===== src/rtl/alu16_pkg.sv =====
package alu16_pkg;

    localparam int DATA_W = 16;

    // Operation codes: their numeric order is the external code map.
    typedef enum logic [3:0] {
        OP_ADD  = 4'd0,
        OP_SUB  = 4'd1,
        OP_MUL  = 4'd2,
        OP_DIV  = 4'd3,
        OP_AND  = 4'd4,
        OP_OR   = 4'd5,
        OP_NOTA = 4'd6,
        OP_XOR  = 4'd7,
        OP_NAND = 4'd8,
        OP_NOR  = 4'd9,
        OP_XNOR = 4'd10,
        OP_SHL  = 4'd11,
        OP_SHR  = 4'd12,
        OP_RCL  = 4'd13,
        OP_RCR  = 4'd14,
        OP_NOP  = 4'd15
    } alu_op_e;

endpackage


===== src/rtl/alu16_arith.sv =====
// Shared add / subtract path. The extra top bit is the carry or borrow.
module alu16_arith #(
    parameter int W = 16
) (
    input  logic [W-1:0] opa_i,
    input  logic [W-1:0] opb_i,
    input  logic         cin_i,
    input  logic         sub_i,
    output logic [W-1:0] sum_o,
    output logic         carry_o
);
    localparam int EW = W + 1;

    logic [EW-1:0] a_ext;
    logic [EW-1:0] b_ext;
    logic [EW-1:0] c_ext;
    logic [EW-1:0] total_d;

    assign a_ext = {1'b0, opa_i};
    assign b_ext = {1'b0, opb_i};
    assign c_ext = {{W{1'b0}}, cin_i};

    always_comb begin
        if (sub_i) begin
            total_d = a_ext - b_ext - c_ext;
        end else begin
            total_d = a_ext + b_ext + c_ext;
        end
    end

    assign sum_o   = total_d[W-1:0];
    assign carry_o = total_d[W];

endmodule


===== src/rtl/alu16_muldiv.sv =====
// Shift-add multiplier and unrolled restoring divider.
module alu16_muldiv #(
    parameter int W = 16
) (
    input  logic [W-1:0]   opa_i,
    input  logic [W-1:0]   opb_i,
    output logic [2*W-1:0] prod_o,
    output logic [W-1:0]   quot_o,
    output logic           divzero_o
);
    localparam int PW = 2 * W;
    localparam int RW = W + 1;

    logic [PW-1:0] a_wide;
    logic [PW-1:0] pp [W];
    logic [PW-1:0] prod_d;
    logic [RW-1:0] rem_d;
    logic [W-1:0]  quot_d;

    assign a_wide = {{W{1'b0}}, opa_i};

    // One partial product per multiplier bit.
    for (genvar g = 0; g < W; g++) begin : g_pp
        assign pp[g] = opb_i[g] ? (a_wide << g) : '0;
    end

    always_comb begin
        prod_d = '0;
        for (int i = 0; i < W; i++) begin
            prod_d = prod_d + pp[i];
        end
    end

    // Restoring division, one trial subtraction per quotient bit, MSB first.
    // A zero divisor makes every trial succeed, so the quotient is all ones.
    always_comb begin
        rem_d  = '0;
        quot_d = '0;
        for (int i = W - 1; i >= 0; i--) begin
            rem_d = {rem_d[W-1:0], opa_i[i]};
            if (rem_d >= {1'b0, opb_i}) begin
                rem_d     = rem_d - {1'b0, opb_i};
                quot_d[i] = 1'b1;
            end
        end
    end

    assign prod_o    = prod_d;
    assign quot_o    = quot_d;
    assign divzero_o = (opb_i == '0);

endmodule


===== src/rtl/alu16_bitops.sv =====
// Bitwise logic functions and single-position shifts.
module alu16_bitops
    import alu16_pkg::*;
#(
    parameter int W = 16
) (
    input  logic [W-1:0] opa_i,
    input  logic [W-1:0] opb_i,
    input  logic         cin_i,
    input  alu_op_e      op_i,
    output logic [W-1:0] res_o,
    output logic         flag_o
);
    always_comb begin
        res_o  = '0;
        flag_o = 1'b0;
        case (op_i)
            OP_AND:  res_o = opa_i & opb_i;
            OP_OR:   res_o = opa_i | opb_i;
            OP_NOTA: res_o = ~opa_i;
            OP_XOR:  res_o = opa_i ^ opb_i;
            OP_NAND: res_o = ~(opa_i & opb_i);
            OP_NOR:  res_o = ~(opa_i | opb_i);
            OP_XNOR: res_o = ~(opa_i ^ opb_i);
            OP_SHL:  res_o = {opa_i[W-2:0], 1'b0};
            OP_SHR:  res_o = {1'b0, opa_i[W-1:1]};
            OP_RCL: begin
                res_o  = {opa_i[W-2:0], cin_i};
                flag_o = opa_i[W-1];
            end
            OP_RCR: begin
                res_o  = {cin_i, opa_i[W-1:1]};
                flag_o = opa_i[0];
            end
            default: begin
                res_o  = '0;
                flag_o = 1'b0;
            end
        endcase
    end

endmodule


===== src/rtl/alu16.sv =====
// Sixteen-function combinational ALU with a double-width result.
module alu16
    import alu16_pkg::*;
#(
    parameter int W = DATA_W
) (
    input  logic [W-1:0]   opa_i,
    input  logic [W-1:0]   opb_i,
    input  logic           cin_i,
    input  logic [3:0]     sel_i,
    output logic [2*W-1:0] res_o,
    output logic           cout_o
);
    localparam int RW = 2 * W;

    typedef struct packed {
        logic          flag;
        logic [RW-1:0] res;
    } alu_out_t;

    alu_op_e       op;
    logic [W-1:0]  sum;
    logic          carry;
    logic [RW-1:0] prod;
    logic [W-1:0]  quot;
    logic          divzero;
    logic [W-1:0]  bit_res;
    logic          bit_flag;
    alu_out_t      out_d;

    assign op = alu_op_e'(sel_i);

    alu16_arith #(.W(W)) u_arith (
        .opa_i   (opa_i),
        .opb_i   (opb_i),
        .cin_i   (cin_i),
        .sub_i   (op == OP_SUB),
        .sum_o   (sum),
        .carry_o (carry)
    );

    alu16_muldiv #(.W(W)) u_muldiv (
        .opa_i     (opa_i),
        .opb_i     (opb_i),
        .prod_o    (prod),
        .quot_o    (quot),
        .divzero_o (divzero)
    );

    alu16_bitops #(.W(W)) u_bitops (
        .opa_i  (opa_i),
        .opb_i  (opb_i),
        .cin_i  (cin_i),
        .op_i   (op),
        .res_o  (bit_res),
        .flag_o (bit_flag)
    );

    // Result selection; upper half stays zero except for the product.
    always_comb begin
        out_d = '0;
        case (op)
            OP_ADD, OP_SUB: begin
                out_d.res  = {{W{1'b0}}, sum};
                out_d.flag = carry;
            end
            OP_MUL: begin
                out_d.res  = prod;
                out_d.flag = 1'b0;
            end
            OP_DIV: begin
                out_d.res  = {{W{1'b0}}, quot};
                out_d.flag = divzero;
            end
            OP_NOP: begin
                out_d.res  = '0;
                out_d.flag = 1'b0;
            end
            default: begin
                out_d.res  = {{W{1'b0}}, bit_res};
                out_d.flag = bit_flag;
            end
        endcase
    end

    assign res_o  = out_d.res;
    assign cout_o = out_d.flag;

endmodule


===== config.mk =====
export PLATFORM = sky130hd
export DESIGN_NAME = alu16
export DESIGN_NICKNAME = d
export VERILOG_FILES = /design/src/rtl/alu16_pkg.sv /design/src/rtl/alu16_arith.sv /design/src/rtl/alu16_muldiv.sv /design/src/rtl/alu16_bitops.sv /design/src/rtl/alu16.sv
export SDC_FILE = /design/constraint.sdc
export NUM_CORES = 1
export LEC_CHECK = 0
export ABC_AREA = 1
export BUFFER_PORTS_ARGS = -buffer_cell sky130_fd_sc_hd__buf_2
export CAP_MARGIN = 20
export CORE_MARGIN = 4
export CORE_UTILIZATION = 50
export DETAILED_ROUTE_END_ITERATION = 16
export GPL_TIMING_DRIVEN = 0
export MAX_ROUTING_LAYER = met4
export PLACE_DENSITY_LB_ADDON = 0.25
export RECOVER_POWER = 25
export SLEW_MARGIN = 5
export SYNTH_ARGS = -nofsm -noshare
export SYNTH_HDL_FRONTEND = slang
export SYNTH_SLANG_ARGS = --single-unit

===== constraint.sdc =====
create_clock -name vclk -period 52.8
set_input_delay 0 -clock vclk [all_inputs]
set_output_delay 0 -clock vclk [all_outputs]
set_load 0.02 [all_outputs]

==> results of run 1 <==
-- stage by stage --
| stage | utilization | hold slack (ns) |
|---|---|---|
| global placement | 0.5332 | 0.7181 |
| detailed placement | 0.5378 | 0.7101 |
| floorplan | - | 0.3331 |
| global route | 0.5377 | 0.7821 |
| CTS | 0.5378 | 0.7141 |
| finish | 0.5377 | 0.7544 |
-- cell type report --
cell class                      count  area share
Antenna cell                        1  0.00009687
Buffer                            106     0.02470
Inverter                          634     0.09314
Multi-Input combinational cell   2828      0.8305
Tap cell                          615     0.02979
Timing Repair Buffer               78     0.02179
-- critical path: cells and delay by family --
family / cells / cell delay [ns]
AOI/OAI and AO/OA: 130 / 21.57
and+or+nand+nor: 97 / 11.24
buffers and inverters: 54 / 8.86
adders and majority gates: 16 / 5.78
-- cell usage in the layout (no fill, tap or decap), types with 9 or more instances in the layout --
cell type / instances
xor2_1: 140
nand2_4: 13
buf_6: 16
nor2_2: 9
nor2_1: 143
nand2_1: 807
xnor2_1: 80
o22ai_1: 31
nor2_4: 14
o221ai_1: 17
nand3_4: 15
nor3_1: 18
ha_1: 413
inv_1: 610
a211oi_1: 13
o21ai_0: 184
o211ai_1: 12
o2111ai_1: 14
a221o_1: 10
inv_2: 12
o21ai_1: 40
nand2_2: 38
nand4_1: 35
o21bai_1: 51
a31oi_1: 15
fa_1: 216
clkbuf_1: 69
o21ai_2: 38
nor4_1: 12
nand3_1: 116
buf_4: 9
a21oi_1: 258
buf_2: 76
-- cells by family (layout without fill, tap and decap cells) --
group / Yosys count / count (layout) / share of synthesized area
AOI/OAI and AO/OA: 723 / 723 / 0.1756
xor gates and xnor gates: 220 / 220 / 0.07865
adders and majority gates: 629 / 629 / 0.3874
buffers and inverters: 740 / 818 / 0.1243
other: 0 / 1 / 0
and+or+nand+nor: 1256 / 1256 / 0.2340
-- path summary, 6_finish.rpt --
path | cells after the start | endpoint | slack, ns | from
setup / recovery | 297 | res_o[0] | 5.28 | opb_i[1]
hold / removal | 6 | res_o[0] | 0.75 | cin_i
-- per-layer routing --
metal | GRT usage | share of wire | vias to the layer above
li1 | - | - | 11800
met1 | 0.3908 | 0.44 | 10900
met2 | 0.4567 | 0.43 | 872
met3 | 0.04622 | 0.085 | 175
met4 | 0.08482 | 0.040 | 0
met5 | - | 0 | -
-- Yosys cell counts, types with 9 or more instances --
library cell,number,area share
nand2_1,807,0.12
inv_1,610,0.093
ha_1,413,0.21
a21oi_1,258,0.053
fa_1,216,0.18
o21ai_0,184,0.038
nor2_1,143,0.022
xor2_1,140,0.050
nand3_1,116,0.024
xnor2_1,80,0.029
clkbuf_1,62,0.0095
o21bai_1,51,0.016
o21ai_1,40,0.0082
nand2_2,38,0.0097
o21ai_2,38,0.014
nand4_1,35,0.0089
o22ai_1,31,0.0079
nor3_1,18,0.0037
o221ai_1,17,0.0061
buf_6,16,0.0074
a31oi_1,15,0.0038
nand3_4,15,0.011
nor2_4,14,0.0064
o2111ai_1,14,0.0050
a211oi_1,13,0.0040
buf_2,13,0.0027
nand2_4,13,0.0060
inv_2,12,0.0018
nor4_1,12,0.0031
o211ai_1,12,0.0037
a221o_1,10,0.0041
buf_4,9,0.0028
nor2_2,9,0.0023
==> flow_summary.ini, run 1 <==
[place]
dpl-instance-area_um2 = 25840
dpl_worst_slack_ns = 6.170
place.detailed.instances = 4261
dpl.hpwl_mm = 63.79
gp_congestion = 0.9903
input_output_buffers = 70

[sta]
period_minus_slack_ns = 47.52
timing.final.hold_violations = 0
actual_transition_at_the_worst_max_transition_pin_ns = 1.079
max_slew_margin = 0.2804
fin_setup_tns_ns = 0
timing.final.crit_share = 0.8999
max_freq_ghz = 0.02105
fin_ws_ns = 5.284
slew_viol_final = 0
grt_setup_unrepaired = no
setup-violations-final = 0

[logic_synthesis]
synth-seq-area-share = 0
netlist_instances = 3568
ys_warn_count = 0
syn_area_um2 = 24500
postSynthNetCount = 4234
ys_types = 66
post_synth.cell_area_avg_um2 = 6.867

[worst_setup_path]
cp_data_arrival_time_ns = 47.52
critPathMostFrequentCell = nand2_1
worst_setup_path_class = in2out
crit_path_end_kind = primary output
startpoint_class_of_the_critical_path = input pin
slowest_stage = buf_2
max_fanout_on_critical_path = 21
cp_slowest_stage_delay_ns = 0.56
cp_data_required_time_ns = 52.80

[grt]
grt_pass1_vias = 22260
grt_overflow = 0
global_route_wire_length_before_repair_mm = 120.3
grt_max_degree = 36
groute.usage.overall = 0.2915
antenna_found_initial = 1

[cells_and_area]
layout-drive-gt1-share = 0.07735
finalNetCount = 4314
syn_to_final_growth_pct = 5.444
seq_cells = 0
number_of_fill_cells = 4831
final_cell_count_no_fill = 4262
seq_area_um2 = 0
clkbuf_count = 0
multi_input_area_um2 = 21450
stdcell_area_um2 = 25830

[clock_network]
hold_buffers = 0
post-cts-setup-buffer-count = 0
cts_repair_resize_count = 0

[min_path]
min-delay-path-class = in2out

[die]
dieHeight_um = 229.4
die_w_um = 229.4
design.portCount = 70
start_util = 0.5099
die_area_um2 = 52610
rows = 80
core_area_um2 = 48050

[drt]
route.antenna.remaining_nets = 0
routed_wirelength_mm = 76.94
drc = 0
first_iter_violations = 2196
drt_first_pass_iters = 5
route.vias.total = 23750
avgRoutedWirePerCell_um = 18.05
avgViaCountPerCell = 5.571

[job]
cap_viol_max_count = 0

[status]
outcome = finished clean
Power of run 1 is not shown: default switching activity piles up to over one toggle a cycle in this logic, so the estimate is an artifact.
==> run 2: changes to the inputs <==
--- a/config.mk
+++ b/config.mk
@@ -5,7 +5,6 @@
 export SDC_FILE = /design/constraint.sdc
 export NUM_CORES = 1
 export LEC_CHECK = 0
-export ABC_AREA = 1
 export BUFFER_PORTS_ARGS = -buffer_cell sky130_fd_sc_hd__buf_2
 export CAP_MARGIN = 20
 export CORE_MARGIN = 4
@@ -19,3 +18,4 @@
 export SYNTH_ARGS = -nofsm -noshare
 export SYNTH_HDL_FRONTEND = slang
 export SYNTH_SLANG_ARGS = --single-unit
+export TNS_END_PERCENT = 5
==> flow_summary.ini, run 2 <==
[grt]
antenna_found_initial = 2
met1_demand_to_capacity_share_in_global_routing = 0.4299
use_met3 = 0.03976
groute.usage.overall = 0.3273
grt_pass1_vias = 24460
global_route.usage.met2 = 0.5188
global_route_wire_length_before_repair_mm = 135.3
grt_max_degree = 36
grt_overflow = 0
gr-max-usage-layer = met2

[die]
die_w_um = 229.4
rows = 80
dieHeight_um = 229.4
core_area_um2 = 48050
die_area_um2 = 52620
design.portCount = 70
start_util = 0.5100

[place]
dpl.hpwl_mm = 70.45
gp_congestion = 1.023
dpl-instance-area_um2 = 25930
input_output_buffers = 68

[power]
leakagePower_nw = 12.87
power_mw = 1.359
power_density_nw_per_um2 = 51.40
max-vdd-ir-drop_mv = 0.1230

[cells_and_area]
seq_cells = 0
layout.cells.most_common = ha_1
most-common-layout-cells = ha_1 (410), inv_1 (355), nand2_1 (328), nor2_1 (311), fa_1 (216)
finalNetCount = 4005
syn_to_final_growth_pct = 7.889
layout-drive-gt1-share = 0.1013
number_of_fill_cells = 4573
clkbuf_count = 0
seq_area_um2 = 0
stdcell_area_um2 = 26440

[worst_setup_path]
worstPathBufferInverterCount = 33
max_fanout_on_critical_path = 19
cp_data_required_time_ns = 52.80
cp_data_arrival_time_ns = 49.25
crit_path_end_kind = primary output
critPathMostFrequentCell = o21ai_0
worst_setup_path_class = in2out
crit_path_leading_delay_family = compound AO/OA/AOI/OAI gates
slowest_stage = or4_1
cp_slowest_stage_delay_ns = 0.47
startpoint_class_of_the_critical_path = input pin

[min_path]
min-delay-path-class = in2out

[sta]
setup-violations-final = 0
slew_viol_final = 0
timing.final.crit_share = 0.9327
grt_setup_unrepaired = no
actual_transition_at_the_worst_max_transition_pin_ns = 1.144
timing.final.hold_violations = 0
max_freq_ghz = 0.02031
max_slew_margin = 0.2347
period_minus_slack_ns = 49.25

[status]
outcome = finished clean

[drt]
route.vias.total = 24870
avgRoutedWirePerCell_um = 22.10
drc = 0
drt_first_pass_iters = 8
avgViaCountPerCell = 6.289
routed_wirelength_mm = 87.39
first_iter_violations = 2418
route.antenna.remaining_nets = 0

[logic_synthesis]
post-synth-top-count-cell = ha_1
netlist_instances = 3240
netlist_top_cells_area = ha_1 (21%), fa_1 (18%), inv_1 (5.5%)
synth_common_cells = ha_1 (413), inv_1 (359), nand2_1 (329)
synth-seq-area-share = 0
postSynthNetCount = 3906
yosys.area.top_type_share = 0.2109
syn_area_um2 = 24500
post_synth.cell_area_avg_um2 = 7.563
ys_warn_count = 0
yosys.area.top_type = ha_1
ys_types = 92

[job]
cap_viol_max_count = 0
run 2: cell types whose count changed in the layout (fill, tap and decap cells not counted), moves of 57 or more:
cell	previous run	this run
a21o_1	4	61
a21oi_1	258	195
inv_1	610	355
mux2_2	0	107
nand2_1	807	328
nand3_1	116	31
nor2_1	143	311
nor2b_1	0	63
xor2_1	140	63
run 2: worst paths after layout:
kind              endpoint  slack (ns)  cells after the start  startpoint
hold / removal    res_o[9]        0.58                      4    opa_i[8]
setup / recovery  res_o[0]        3.55                    259   opa_i[15]
run 2: kinds of logic (layout without fill, tap and decap cells):
group | after synthesis | after routing | synth area share
buffers and inverters | 471 | 568 | 0.07470
AOI/OAI and AO/OA | 800 | 800 | 0.2097
and+or+nand+nor | 999 | 999 | 0.1878
xor gates and xnor gates | 177 | 177 | 0.06326
other | 0 | 2 | 0
muxes | 164 | 164 | 0.07715
adders and majority gates | 629 | 629 | 0.3873
run 2: metal layers:
metal	vias to the layer above	wire, um
met3	263	7520
met5	-	0
met4	0	4573
li1	11510	-
met2	1188	38760
met1	11910	36530
run 2: layout make-up:
| cell class | instances | area [um^2] | area share |
|---|---|---|---|
| Buffer | 101 | 504.2 | 0.01907 |
| Antenna cell | 2 | 5.005 | 0.0001893 |
| Tap cell | 615 | 769.5 | 0.02911 |
| Timing Repair Buffer | 105 | 850.8 | 0.03218 |
| Multi-Input combinational cell | 2769 | 22940 | 0.8677 |
| Inverter | 362 | 1368 | 0.05173 |
run 2: where the power goes:
group | switching [mW] | internal [mW] | total [mW]
logic | 0.739 | 0.620 | 1.36
clock network | 0 | 0.00000000681 | 0.00000000682
registers | 0 | 0 | 0
run 2: stage by stage:
| stage | std cells | hold slack [ns] | setup slack (ns) | setup TNS (ns) | util |
|---|---|---|---|---|---|
| 2_1_floorplan | 3240 | 0.2111 | 5.977 | 0 | - |
| 3_3_place_gp | 3923 | 0.5441 | -5.043 | -6.974 | 0.5331 |
| 6_report | 3954 | 0.5797 | 3.552 | 0 | 0.5503 |
| 3_5_place_dp | 3937 | 0.5539 | -5.768 | -8.387 | 0.5397 |
| 4_1_cts | 3938 | 0.5637 | 0.05586 | 0 | 0.5434 |
| 5_1_grt | 3954 | 0.6071 | 0.02137 | 0 | 0.5503 |
run 2: repair_timing:
| action | CTS | global route |
|---|---|---|
| pin swaps | 1 | 8 |
| resized for setup | 56 | 90 |
| setup buffers | 5 | 17 |
| hold buffers | 0 | 0 |
| endpoints found under the setup margin | 2 | 2 |
Note: power is estimated with default switching activity, not from simulation.
